**src/rtl/dbell_pkg.sv**
```systemverilog
// Package: bit positions of the doorbell word and the mask register.
// Assumes a 32-bit data path on both register ports.
package dbell_pkg;
    localparam int DATA_W      = 32;
    localparam int BUSY_BIT    = 31;
    localparam int LEN_LSB     = 0;
    localparam int LEN_W       = 10;
    localparam int MASK_IN_BIT = 0;
    localparam int MASK_CLR_BIT = 11;
    localparam logic [DATA_W-1:0] MASK_LEGAL =
        (32'd1 << MASK_IN_BIT) | (32'd1 << MASK_CLR_BIT);
endpackage

```
**src/rtl/dbell_channel.sv**
```systemverilog
// One direction of the mailbox: payload store, doorbell word and clear event.
// Assumes MSG_BYTES is a power of two, at least 8 and at most 1023.
// The sender writes the payload and rings; the receiver clears busy.
module dbell_channel
    import dbell_pkg::*;
#(
    parameter int MSG_BYTES = 128,
    parameter int MSG_WORDS = MSG_BYTES / 4,
    parameter int IDX_W     = $clog2(MSG_WORDS)
) (
    input  logic              clk,
    input  logic              rst_n,
    input  logic              snd_msg_we,
    input  logic              snd_db_we,
    input  logic [IDX_W-1:0]  snd_idx,
    input  logic [DATA_W-1:0] snd_wdata,
    input  logic              rcv_db_we,
    input  logic              rcv_busy_wr,
    input  logic [IDX_W-1:0]  rcv_idx,
    output logic [DATA_W-1:0] doorbell,
    output logic [DATA_W-1:0] snd_word,
    output logic [DATA_W-1:0] rcv_word,
    output logic              clr_evt
);
    localparam logic [LEN_W-1:0] MAX_LEN = LEN_W'(MSG_BYTES);

    logic [DATA_W-1:0] mem [MSG_WORDS];
    logic              busy;
    logic              ring_ok;
    logic              idle_wr;

    assign busy     = doorbell[BUSY_BIT];
    assign snd_word = mem[snd_idx];
    assign rcv_word = mem[rcv_idx];

    // Accept a doorbell write only when idle; refuse a ring with an oversize length.
    assign ring_ok = !(snd_wdata[BUSY_BIT] && (snd_wdata[LEN_LSB +: LEN_W] > MAX_LEN));
    assign idle_wr = snd_db_we && !busy && ring_ok;
    // A clear event is the receiver returning a busy doorbell.
    assign clr_evt = rcv_db_we && busy && !rcv_busy_wr;

    // Payload store: written by the sender only while the doorbell is idle.
    always_ff @(posedge clk) begin
        if (!rst_n) begin
            for (int i = 0; i < MSG_WORDS; i++) mem[i] <= '0;
        end else if (snd_msg_we && !busy) begin
            mem[snd_idx] <= snd_wdata;
        end
    end

    // Doorbell word: loaded by the sender when idle, busy dropped by the receiver.
    always_ff @(posedge clk) begin
        if (!rst_n) begin
            doorbell <= '0;
        end else if (idle_wr) begin
            doorbell <= snd_wdata;
        end else if (clr_evt) begin
            doorbell[BUSY_BIT] <= 1'b0;
        end
    end

    AST_LEN_REJECT: assert property (@(posedge clk) disable iff (!rst_n)
        (snd_db_we && !busy && snd_wdata[BUSY_BIT] && snd_wdata[LEN_LSB +: LEN_W] > MAX_LEN)
        |=> !doorbell[BUSY_BIT]);
    AST_BUSY_HOLD: assert property (@(posedge clk) disable iff (!rst_n)
        (busy && !(rcv_db_we && !rcv_busy_wr)) |=> $stable(doorbell));
    AST_MSG_FROZEN: assert property (@(posedge clk) disable iff (!rst_n)
        (busy && snd_msg_we) |=> (mem[$past(snd_idx)] == $past(snd_word)));
    AST_CLR_KEEPS: assert property (@(posedge clk) disable iff (!rst_n)
        clr_evt |=> (!doorbell[BUSY_BIT] && doorbell[BUSY_BIT-1:0] == $past(doorbell[BUSY_BIT-1:0])));
endmodule

```
**src/rtl/dbell_side.sv**
```systemverilog
// One processor's port: address decode, read mux, mask, clear-event status
// and the registered interrupt. Assumes MSG_BYTES is a power of two.
module dbell_side
    import dbell_pkg::*;
#(
    parameter int MSG_BYTES = 128,
    parameter int MSG_WORDS = MSG_BYTES / 4,
    parameter int IDX_W     = $clog2(MSG_WORDS),
    parameter int ADDR_W    = $clog2(2 * MSG_WORDS + 5)
) (
    input  logic              clk,
    input  logic              rst_n,
    input  logic [ADDR_W-1:0] addr,
    input  logic [DATA_W-1:0] wdata,
    input  logic              we,
    input  logic [DATA_W-1:0] out_db,
    input  logic [DATA_W-1:0] in_db,
    input  logic [DATA_W-1:0] out_word,
    input  logic [DATA_W-1:0] in_word,
    input  logic              clr_evt,
    output logic [DATA_W-1:0] rdata,
    output logic              irq,
    output logic              msg_we,
    output logic              db_we,
    output logic              in_db_we,
    output logic [IDX_W-1:0]  idx
);
    localparam logic [ADDR_W-1:0] IN_BASE  = ADDR_W'(MSG_WORDS);
    localparam logic [ADDR_W-1:0] REG_BASE = ADDR_W'(2 * MSG_WORDS);
    localparam logic [ADDR_W-1:0] A_DBO  = REG_BASE;
    localparam logic [ADDR_W-1:0] A_DBI  = REG_BASE + ADDR_W'(1);
    localparam logic [ADDR_W-1:0] A_STAT = REG_BASE + ADDR_W'(2);
    localparam logic [ADDR_W-1:0] A_MASK = REG_BASE + ADDR_W'(3);
    localparam logic [ADDR_W-1:0] A_CLR  = REG_BASE + ADDR_W'(4);

    logic [DATA_W-1:0] mask_q;
    logic              clr_q;
    logic              in_busy;

    assign in_busy  = in_db[BUSY_BIT];
    assign idx      = addr[IDX_W-1:0];
    assign msg_we   = we && (addr < IN_BASE);
    assign db_we    = we && (addr == A_DBO);
    assign in_db_we = we && (addr == A_DBI);

    // Read mux over both message regions and the five registers.
    always_comb begin
        rdata = '0;
        if (addr < IN_BASE)       rdata = out_word;
        else if (addr < REG_BASE) rdata = in_word;
        else if (addr == A_DBO)   rdata = out_db;
        else if (addr == A_DBI)   rdata = in_db;
        else if (addr == A_STAT)  rdata = {{(DATA_W-1){1'b0}}, in_busy};
        else if (addr == A_MASK)  rdata = mask_q;
        else if (addr == A_CLR)   rdata = {{(DATA_W-1){1'b0}}, clr_q};
    end

    // Mask register: only the two gate bits are kept.
    always_ff @(posedge clk) begin
        if (!rst_n)                    mask_q <= '0;
        else if (we && addr == A_MASK) mask_q <= wdata & MASK_LEGAL;
    end

    // Clear-event status: set by the peer's clear, write-one-to-clear, set wins.
    always_ff @(posedge clk) begin
        if (!rst_n)                               clr_q <= 1'b0;
        else if (clr_evt)                         clr_q <= 1'b1;
        else if (we && addr == A_CLR && wdata[0]) clr_q <= 1'b0;
    end

    // Interrupt: registered OR of the gated events.
    always_ff @(posedge clk) begin
        if (!rst_n) irq <= 1'b0;
        else        irq <= (in_busy && mask_q[MASK_IN_BIT]) || (clr_q && mask_q[MASK_CLR_BIT]);
    end

    AST_CLR_SET: assert property (@(posedge clk) disable iff (!rst_n)
        clr_evt |=> clr_q);
    AST_IRQ_RISE: assert property (@(posedge clk) disable iff (!rst_n)
        (in_busy && mask_q[MASK_IN_BIT]) |=> irq);
    AST_IRQ_QUIET: assert property (@(posedge clk) disable iff (!rst_n)
        (mask_q == '0) |=> !irq);
endmodule

```
**src/rtl/dbell_mailbox.sv**
```systemverilog
// Top: two register ports, two one-way channels. Channel d carries traffic
// from side d to side 1-d. Assumes MSG_BYTES is a power of two.
module dbell_mailbox
    import dbell_pkg::*;
#(
    parameter int MSG_BYTES = 128,
    parameter int ADDR_W    = $clog2(2 * (MSG_BYTES / 4) + 5)
) (
    input  logic              clk,
    input  logic              rst_n,
    input  logic [ADDR_W-1:0] a_addr,
    input  logic [31:0]       a_wdata,
    input  logic              a_we,
    output logic [31:0]       a_rdata,
    output logic              a_irq,
    input  logic [ADDR_W-1:0] b_addr,
    input  logic [31:0]       b_wdata,
    input  logic              b_we,
    output logic [31:0]       b_rdata,
    output logic              b_irq
);
    localparam int MSG_WORDS = MSG_BYTES / 4;
    localparam int IDX_W     = $clog2(MSG_WORDS);

    logic [ADDR_W-1:0] s_addr  [2];
    logic [DATA_W-1:0] s_wdata [2];
    logic              s_we    [2];
    logic [DATA_W-1:0] s_rdata [2];
    logic              s_irq   [2];
    logic              s_msg_we[2];
    logic              s_db_we [2];
    logic              s_in_we [2];
    logic [IDX_W-1:0]  s_idx   [2];
    logic [DATA_W-1:0] c_db    [2];
    logic [DATA_W-1:0] c_sword [2];
    logic [DATA_W-1:0] c_rword [2];
    logic              c_clr   [2];

    assign s_addr[0]  = a_addr;
    assign s_wdata[0] = a_wdata;
    assign s_we[0]    = a_we;
    assign s_addr[1]  = b_addr;
    assign s_wdata[1] = b_wdata;
    assign s_we[1]    = b_we;
    assign a_rdata    = s_rdata[0];
    assign a_irq      = s_irq[0];
    assign b_rdata    = s_rdata[1];
    assign b_irq      = s_irq[1];

    for (genvar d = 0; d < 2; d++) begin : g_dir
        dbell_channel #(.MSG_BYTES(MSG_BYTES)) u_chan (
            .clk        (clk),
            .rst_n      (rst_n),
            .snd_msg_we (s_msg_we[d]),
            .snd_db_we  (s_db_we[d]),
            .snd_idx    (s_idx[d]),
            .snd_wdata  (s_wdata[d]),
            .rcv_db_we  (s_in_we[1-d]),
            .rcv_busy_wr(s_wdata[1-d][BUSY_BIT]),
            .rcv_idx    (s_idx[1-d]),
            .doorbell   (c_db[d]),
            .snd_word   (c_sword[d]),
            .rcv_word   (c_rword[d]),
            .clr_evt    (c_clr[d])
        );

        dbell_side #(.MSG_BYTES(MSG_BYTES), .ADDR_W(ADDR_W)) u_side (
            .clk     (clk),
            .rst_n   (rst_n),
            .addr    (s_addr[d]),
            .wdata   (s_wdata[d]),
            .we      (s_we[d]),
            .out_db  (c_db[d]),
            .in_db   (c_db[1-d]),
            .out_word(c_sword[d]),
            .in_word (c_rword[1-d]),
            .clr_evt (c_clr[d]),
            .rdata   (s_rdata[d]),
            .irq     (s_irq[d]),
            .msg_we  (s_msg_we[d]),
            .db_we   (s_db_we[d]),
            .in_db_we(s_in_we[d]),
            .idx     (s_idx[d])
        );
    end
endmodule

```
**config.mk**
```make
export PLATFORM = sky130hd
export DESIGN_NAME = dbell_mailbox
export DESIGN_NICKNAME = d
export VERILOG_FILES = /design/src/rtl/dbell_pkg.sv /design/src/rtl/dbell_channel.sv /design/src/rtl/dbell_side.sv /design/src/rtl/dbell_mailbox.sv
export SDC_FILE = /design/constraint.sdc
export NUM_CORES = 2
export LEC_CHECK = 0
export BUFFER_PORTS_ARGS = -buffer_cell sky130_fd_sc_hd__buf_2
export CELL_PAD_IN_SITES_DETAIL_PLACEMENT = 1
export CELL_PAD_IN_SITES_GLOBAL_PLACEMENT = 1
export CORE_UTILIZATION = 35
export CTS_BUF_LIST = sky130_fd_sc_hd__clkbuf_8
export DETAILED_ROUTE_END_ITERATION = 16
export MAX_ROUTING_LAYER = met4
export PLACE_DENSITY_LB_ADDON = 0.1
export SYNTH_ARGS = -nofsm -noshare
export SYNTH_HDL_FRONTEND = slang
export SYNTH_HIERARCHICAL = 1
export SYNTH_SLANG_ARGS = --single-unit
```
**constraint.sdc**
```tcl
create_clock -name clk -period 6.84 [get_ports clk]
set_input_delay 1.71 -clock clk [delete_from_list [all_inputs] [get_ports clk]]
set_output_delay 1.71 -clock clk [all_outputs]
set_load 0.1 [all_outputs]
```
Yosys cells after proc, flatten, opt, wreduce, memory -nomap -nowiden
Memory sizes are Yosys's and may differ from the RTL's.
Index checks and enable logic that the tools add are counted.
- bits in read-only memories: 0
- memories: 2
- bits in latches: 0
- bits in writable memories: 2048
- flip-flop bits (word level): 72
- memory list (memory ; depth ; bits a word ; rd ports ; clocked after Yosys merged registers in ; write ports ; RTL line ; RTL):
    g_dir[0].u_chan.mem ; 32 ; 32 ; 2 ; 0 ; 32 ; dbell_channel.sv:27 ; logic [DATA_W-1:0] mem [MSG_WORDS];
    g_dir[1].u_chan.mem ; 32 ; 32 ; 2 ; 0 ; 32 ; dbell_channel.sv:27 ;
- $add $sub $neg: 0
- multiply operators: 0
- eq/ne operators: 10
- $lt $le $gt $ge: 6
- divide/modulo/power cells: 0
- bitwise operators: 0
- reduce and logical (&&, ||, !) cells: 42
- shifts and indexed selects: 0
- multiplexer cells: 35
- operators by type and width (kind ; count):
    32-bit two-way mux ; 14
    7-bit equality test, second input constant ; 10
    32-bit OR reduction ; 2
    1-bit logical AND ; 28
    10-bit by 8-bit > comparator with 1-bit output, second input constant ; 2
    1-bit two-way mux ; 19
    7-bit by 6-bit < comparator with 1-bit output, second input constant ; 2
    7-bit < comparator, second input constant ; 2
    5-bit two-way mux ; 2
    2-bit nonzero test ; 4
    1-bit logical NOT ; 6
    1-bit logical OR ; 2

Depth between registers and ports, before layout
- depth in word-level cells: 8
- gate-level depth with buffers: 11

Cells and area by module
The synthesis kept the hierarchy.
- modules (own cells, without submodules) (module ; times used ; cells each ; area each (µm²)):
    dbell_channel at g_dir[0].u_chan ; 1 ; 4121 ; 55829.8
    dbell_channel at g_dir[1].u_chan ; 1 ; 4120 ; 55777.2
    dbell_side ; 2 ; 156 ; 1181.1

Least setup slack after synthesis
Ideal clock, no wire load.
- path type: in2out
- start: in b_addr[1]
- end: out b_rdata[0]
- data arrival time: 5.367 ns
- setup slack: -0.237 ns
- stages: 10
- buffers on the path: 4
- path through: buf_4 -> buf_2 -> clkbuf_1 -> clkbuf_1 -> mux4_2 -> a22oi_1 -> nand4_1 -> nor2b_1 -> a211oi_1 -> a211oi_1
- RTL lines (item ; RTL line ; RTL):
    from (decl) ; dbell_mailbox.sv:16 ; input logic [ADDR_W-1:0] b_addr,
    to (decl) ; dbell_mailbox.sv:19 ; output logic [31:0] b_rdata,

==> impl_metrics.csv <==
group,metric,value,unit
route,drt_iter0_markers,7502,
cts,cts-htree-levels,5,
pwr,leakagePower,47.62,nW
layout,fin_area,131300,µm²
die,die_w,572.6,µm
die,initial_core_util,0.3518,
critical_path,path_class,"primary input to primary output",
run_status,violations,"DRC",
placement,gp_congestion,0.8609,
timing,hold_viol,0,
route,drt-pass1-iter-count,12,
cts,clockBufferDepth,4,
min_path,hp-class,"register to register",
global_route,track_usage,0.2954,
global_route,grt_overflow_total,0,
timing,finalClockSkew,0.03179,ns
synth,ys_ff_latch,2120,
pwr,vdd_drop_max,0.0001362,V
critical_path,regToRegEndpoint,"g_dir[1].u_chan/mem[12][18]$_SDFFCE_PN0P_",
cts,clock_latency,1.08,ns
timing,drv_slew,0,
die,core_area,324000,µm²
synth,ys_warn_count,6,
synth,syn-num-nets,8635,
timing,min_period,6.728,ns
die,dieArea,327900,µm²
global_route,grt_util_met1,0.3744,
global_route,grt_max_degree,59,
synth,avgSynthCellArea,13.33,µm²
route,drt.antenna.violating_nets,0,
min_path,hp-start,"g_dir[1].u_side/clr_q$_SDFFE_PN0P_",
layout,layout_common_cells,"and2_1 (2,052), edfxtp_1 (2,048), mux2i_1 (1,154)",
global_route,antenna_found_initial,36,
die,rows,209,
synth,synth_top_area_cell,"edfxtp_1",
critical_path,cp.required,5.13,ns
synth,synthAdderAreaFrac,0,
global_route,grt.met3_usage,0.03671,
critical_path,worstRegToRegCells,4,
timing,hold_slack,0.5401,ns
synth,synthXorXnorAreaFrac,0,
timing,slew_headroom,0.1552,
synth,synth_top_family_by_area,"multiplexers",
cts,root_buffer,"clkbuf_8",
route,viasPerCell,5.868,
layout,fill_cells,32920,
route,drc,16,
min_path,whs_path_depth,2,
synth,netlist_area,114000,µm²
placement,dp_hpwl,312600,µm
layout,multiInputGateArea,48300,µm²
timing,fin_crit_sh,0.9836,
cts,cts_buffers,395,
critical_path,cp_data_arrival_time,5.02,ns
timing,max_freq,0.1486,GHz
synth,async_flop_share,0,
timing,finalSetupViolCount,0,
critical_path,endpoint_kind,"primary output",
timing,finalSetupTns,0,ns
pwr,power_density,240.9,nW/µm²
cts,path_clk_slew,0.05,ns
layout,nNetsFinal,8814,
global_route,grt_pass1_vias,81370,
layout,syn_to_final_growth,15.20,%
layout,seq_area,62940,µm²
cts,cts_tree,"yes",
die,die-height,572.6,µm
layout,layout_commonest_cell,"and2_1",
global_route,gr-usage-met2,0.4907,
critical_path,r2r_slack,3.46,ns
cts,cts.sinks,2120,
run_status,status,"finished with violations",
route,wl,477800,µm
route,post_drt_wl_per_cell,35.65,µm
critical_path,r2r-start,"g_dir[1].u_chan/doorbell[31]$_SDFFE_PN0P_",
cts,post-cts-setup-buffers,0,
synth,synth.area.mux_share,0.2025,
min_path,min_to,"g_dir[1].u_side/clr_q$_SDFFE_PN0P_",
synth,ys_types,51,
synth,synth_edf_count,2048,
critical_path,worstPathMaxFanout,35,
synth,synth-compound-area-share,0.06239,
global_route,grt_first_pass_wirelength,660200,µm
critical_path,critPathLaunchType,"primary input",
global_route,gr-max-usage-layer,"met2",
synth,yosysSeqAreaShare,0.5523,
synth,synth_ff_type,"edfxtp_1",
layout,layout-drive-gt1-share,0.2084,
placement,post_dp_cell_area,123900,µm²
placement,port_buffers,147,
synth,post-synth-top-area-fraction,0.5396,
synth,synthCells,8553,
timing,worst_pin_slew,1.267,ns
synth,synth-simple-area-share,0.1476,
route,vias,78640,
die,io_pins,148,
synth,yosys-top-cells-area,"edfxtp_1 (54%), and2_1 (11%), mux2i_1 (10%)",
run,maxCapViolCount,0,
timing,rsz0062_at_grt,"false",
-- cells by family (layout without fill, tap and decap cells) --
kind of cell | Yosys count | after routing
and+or+nand+nor | 2819 | 2819
DFF | 2120 | 2120
muxes | 1666 | 1666
AOI/OAI and AO/OA | 1042 | 1042
buffers and inverters | 906 | 1411
other | 0 | 19
-- power by group --
group          leakage, nW  switching, mW  internal, mW
combinational         23.3           2.93          1.55
clock                 4.27           5.86          6.06
sequential            20.0          0.362          14.9
-- how the worst max path moves through the flow --
stage                   start     endpoint
finish              a_addr[1]  a_rdata[11]
CTS                 a_addr[2]  a_rdata[10]
global route        a_addr[1]  a_rdata[11]
floorplan           b_addr[1]  b_rdata[31]
detailed placement  a_addr[2]  a_rdata[10]
global placement    a_addr[2]  a_rdata[10]
-- registers in the layout, summed over array words and instances (netlist names) --
register               cells
g_dir.u_side/irq           2
g_dir.u_side/mask_q        4
g_dir.u_side/clr_q         2
g_dir.u_chan/doorbell     64
g_dir.u_chan/mem        2048
-- synthesized netlist by cell type, types with 3 or more instances --
| cell type | number |
|---|---|
| a31oi_1 | 66 |
| dfxtp_1 | 72 |
| or3_1 | 8 |
| o21ai_0 | 78 |
| and2_1 | 2056 |
| clkbuf_2 | 53 |
| mux2i_1 | 1154 |
| buf_4 | 33 |
| buf_1 | 35 |
| nor2_1 | 51 |
| nand3b_1 | 5 |
| or2_2 | 5 |
| edfxtp_1 | 2048 |
| inv_1 | 4 |
| or3b_2 | 3 |
| o21ai_1 | 50 |
| nand3_1 | 200 |
| buf_6 | 17 |
| nor2_2 | 24 |
| buf_2 | 233 |
| clkbuf_1 | 531 |
| a21oi_1 | 196 |
| and3b_1 | 3 |
| nand2_1 | 209 |
| nor3b_1 | 8 |
| nor2_8 | 4 |
| nor3_1 | 68 |
| a22oi_1 | 510 |
| nor4_1 | 4 |
| a22o_1 | 128 |
| mux4_2 | 512 |
| nor2b_1 | 76 |
| nand4_1 | 68 |
| a211oi_1 | 4 |
| nand2b_1 | 8 |
-- area by class of cell --
type                    count  area share
clock inverters           301     0.01184
well taps                4325     0.04122
flip-flops and latches   2120      0.4794
multi-input cells        5527      0.3679
diodes                     19   0.0003621
repair buffers            684     0.05493
clock buffers             422     0.04424
inverters                   4   0.0001144
-- worst max-delay path, stage by stage --
cell and delay (ns):
buf_8 0.45, buf_4 0.37, mux4_2 0.34, a22oi_1 0.47
nand4_1 0.38, mux2i_1 0.49, buf_4 0.19, o22ai_1 0.16
buf_2 0.37
-- per-layer routing --
| metal | up-vias | part of all wire | wire [µm] |
|---|---|---|---|
| met3 | 745 | 0.058 | 27820 |
| met5 | - | 0 | 0 |
| li1 | 32620 | - | - |
| met1 | 42320 | 0.42 | 198600 |
| met2 | 2953 | 0.49 | 235000 |
| met4 | 0 | 0.034 | 16310 |
-- stage by stage --
step,power [mW],utilization,setup WS [ns],std cells
floorplan,17.77,-,0.007551,8553
global placement,19.87,0.3823,0.07039,12660
detailed placement,19.92,0.3823,0.07922,12660
CTS,31.92,0.4051,0.07547,13380
global route,32.61,0.4052,0.06950,13400
finish,31.63,0.4052,0.1125,13400
-- timing repair --
item	4_1_cts	5_1_grt
endpoints found under the hold margin	0	0
hold buffers	0	0
setup endpoints to repair	0	1
resized for setup	0	1
(Power assumes the default switching activity.)
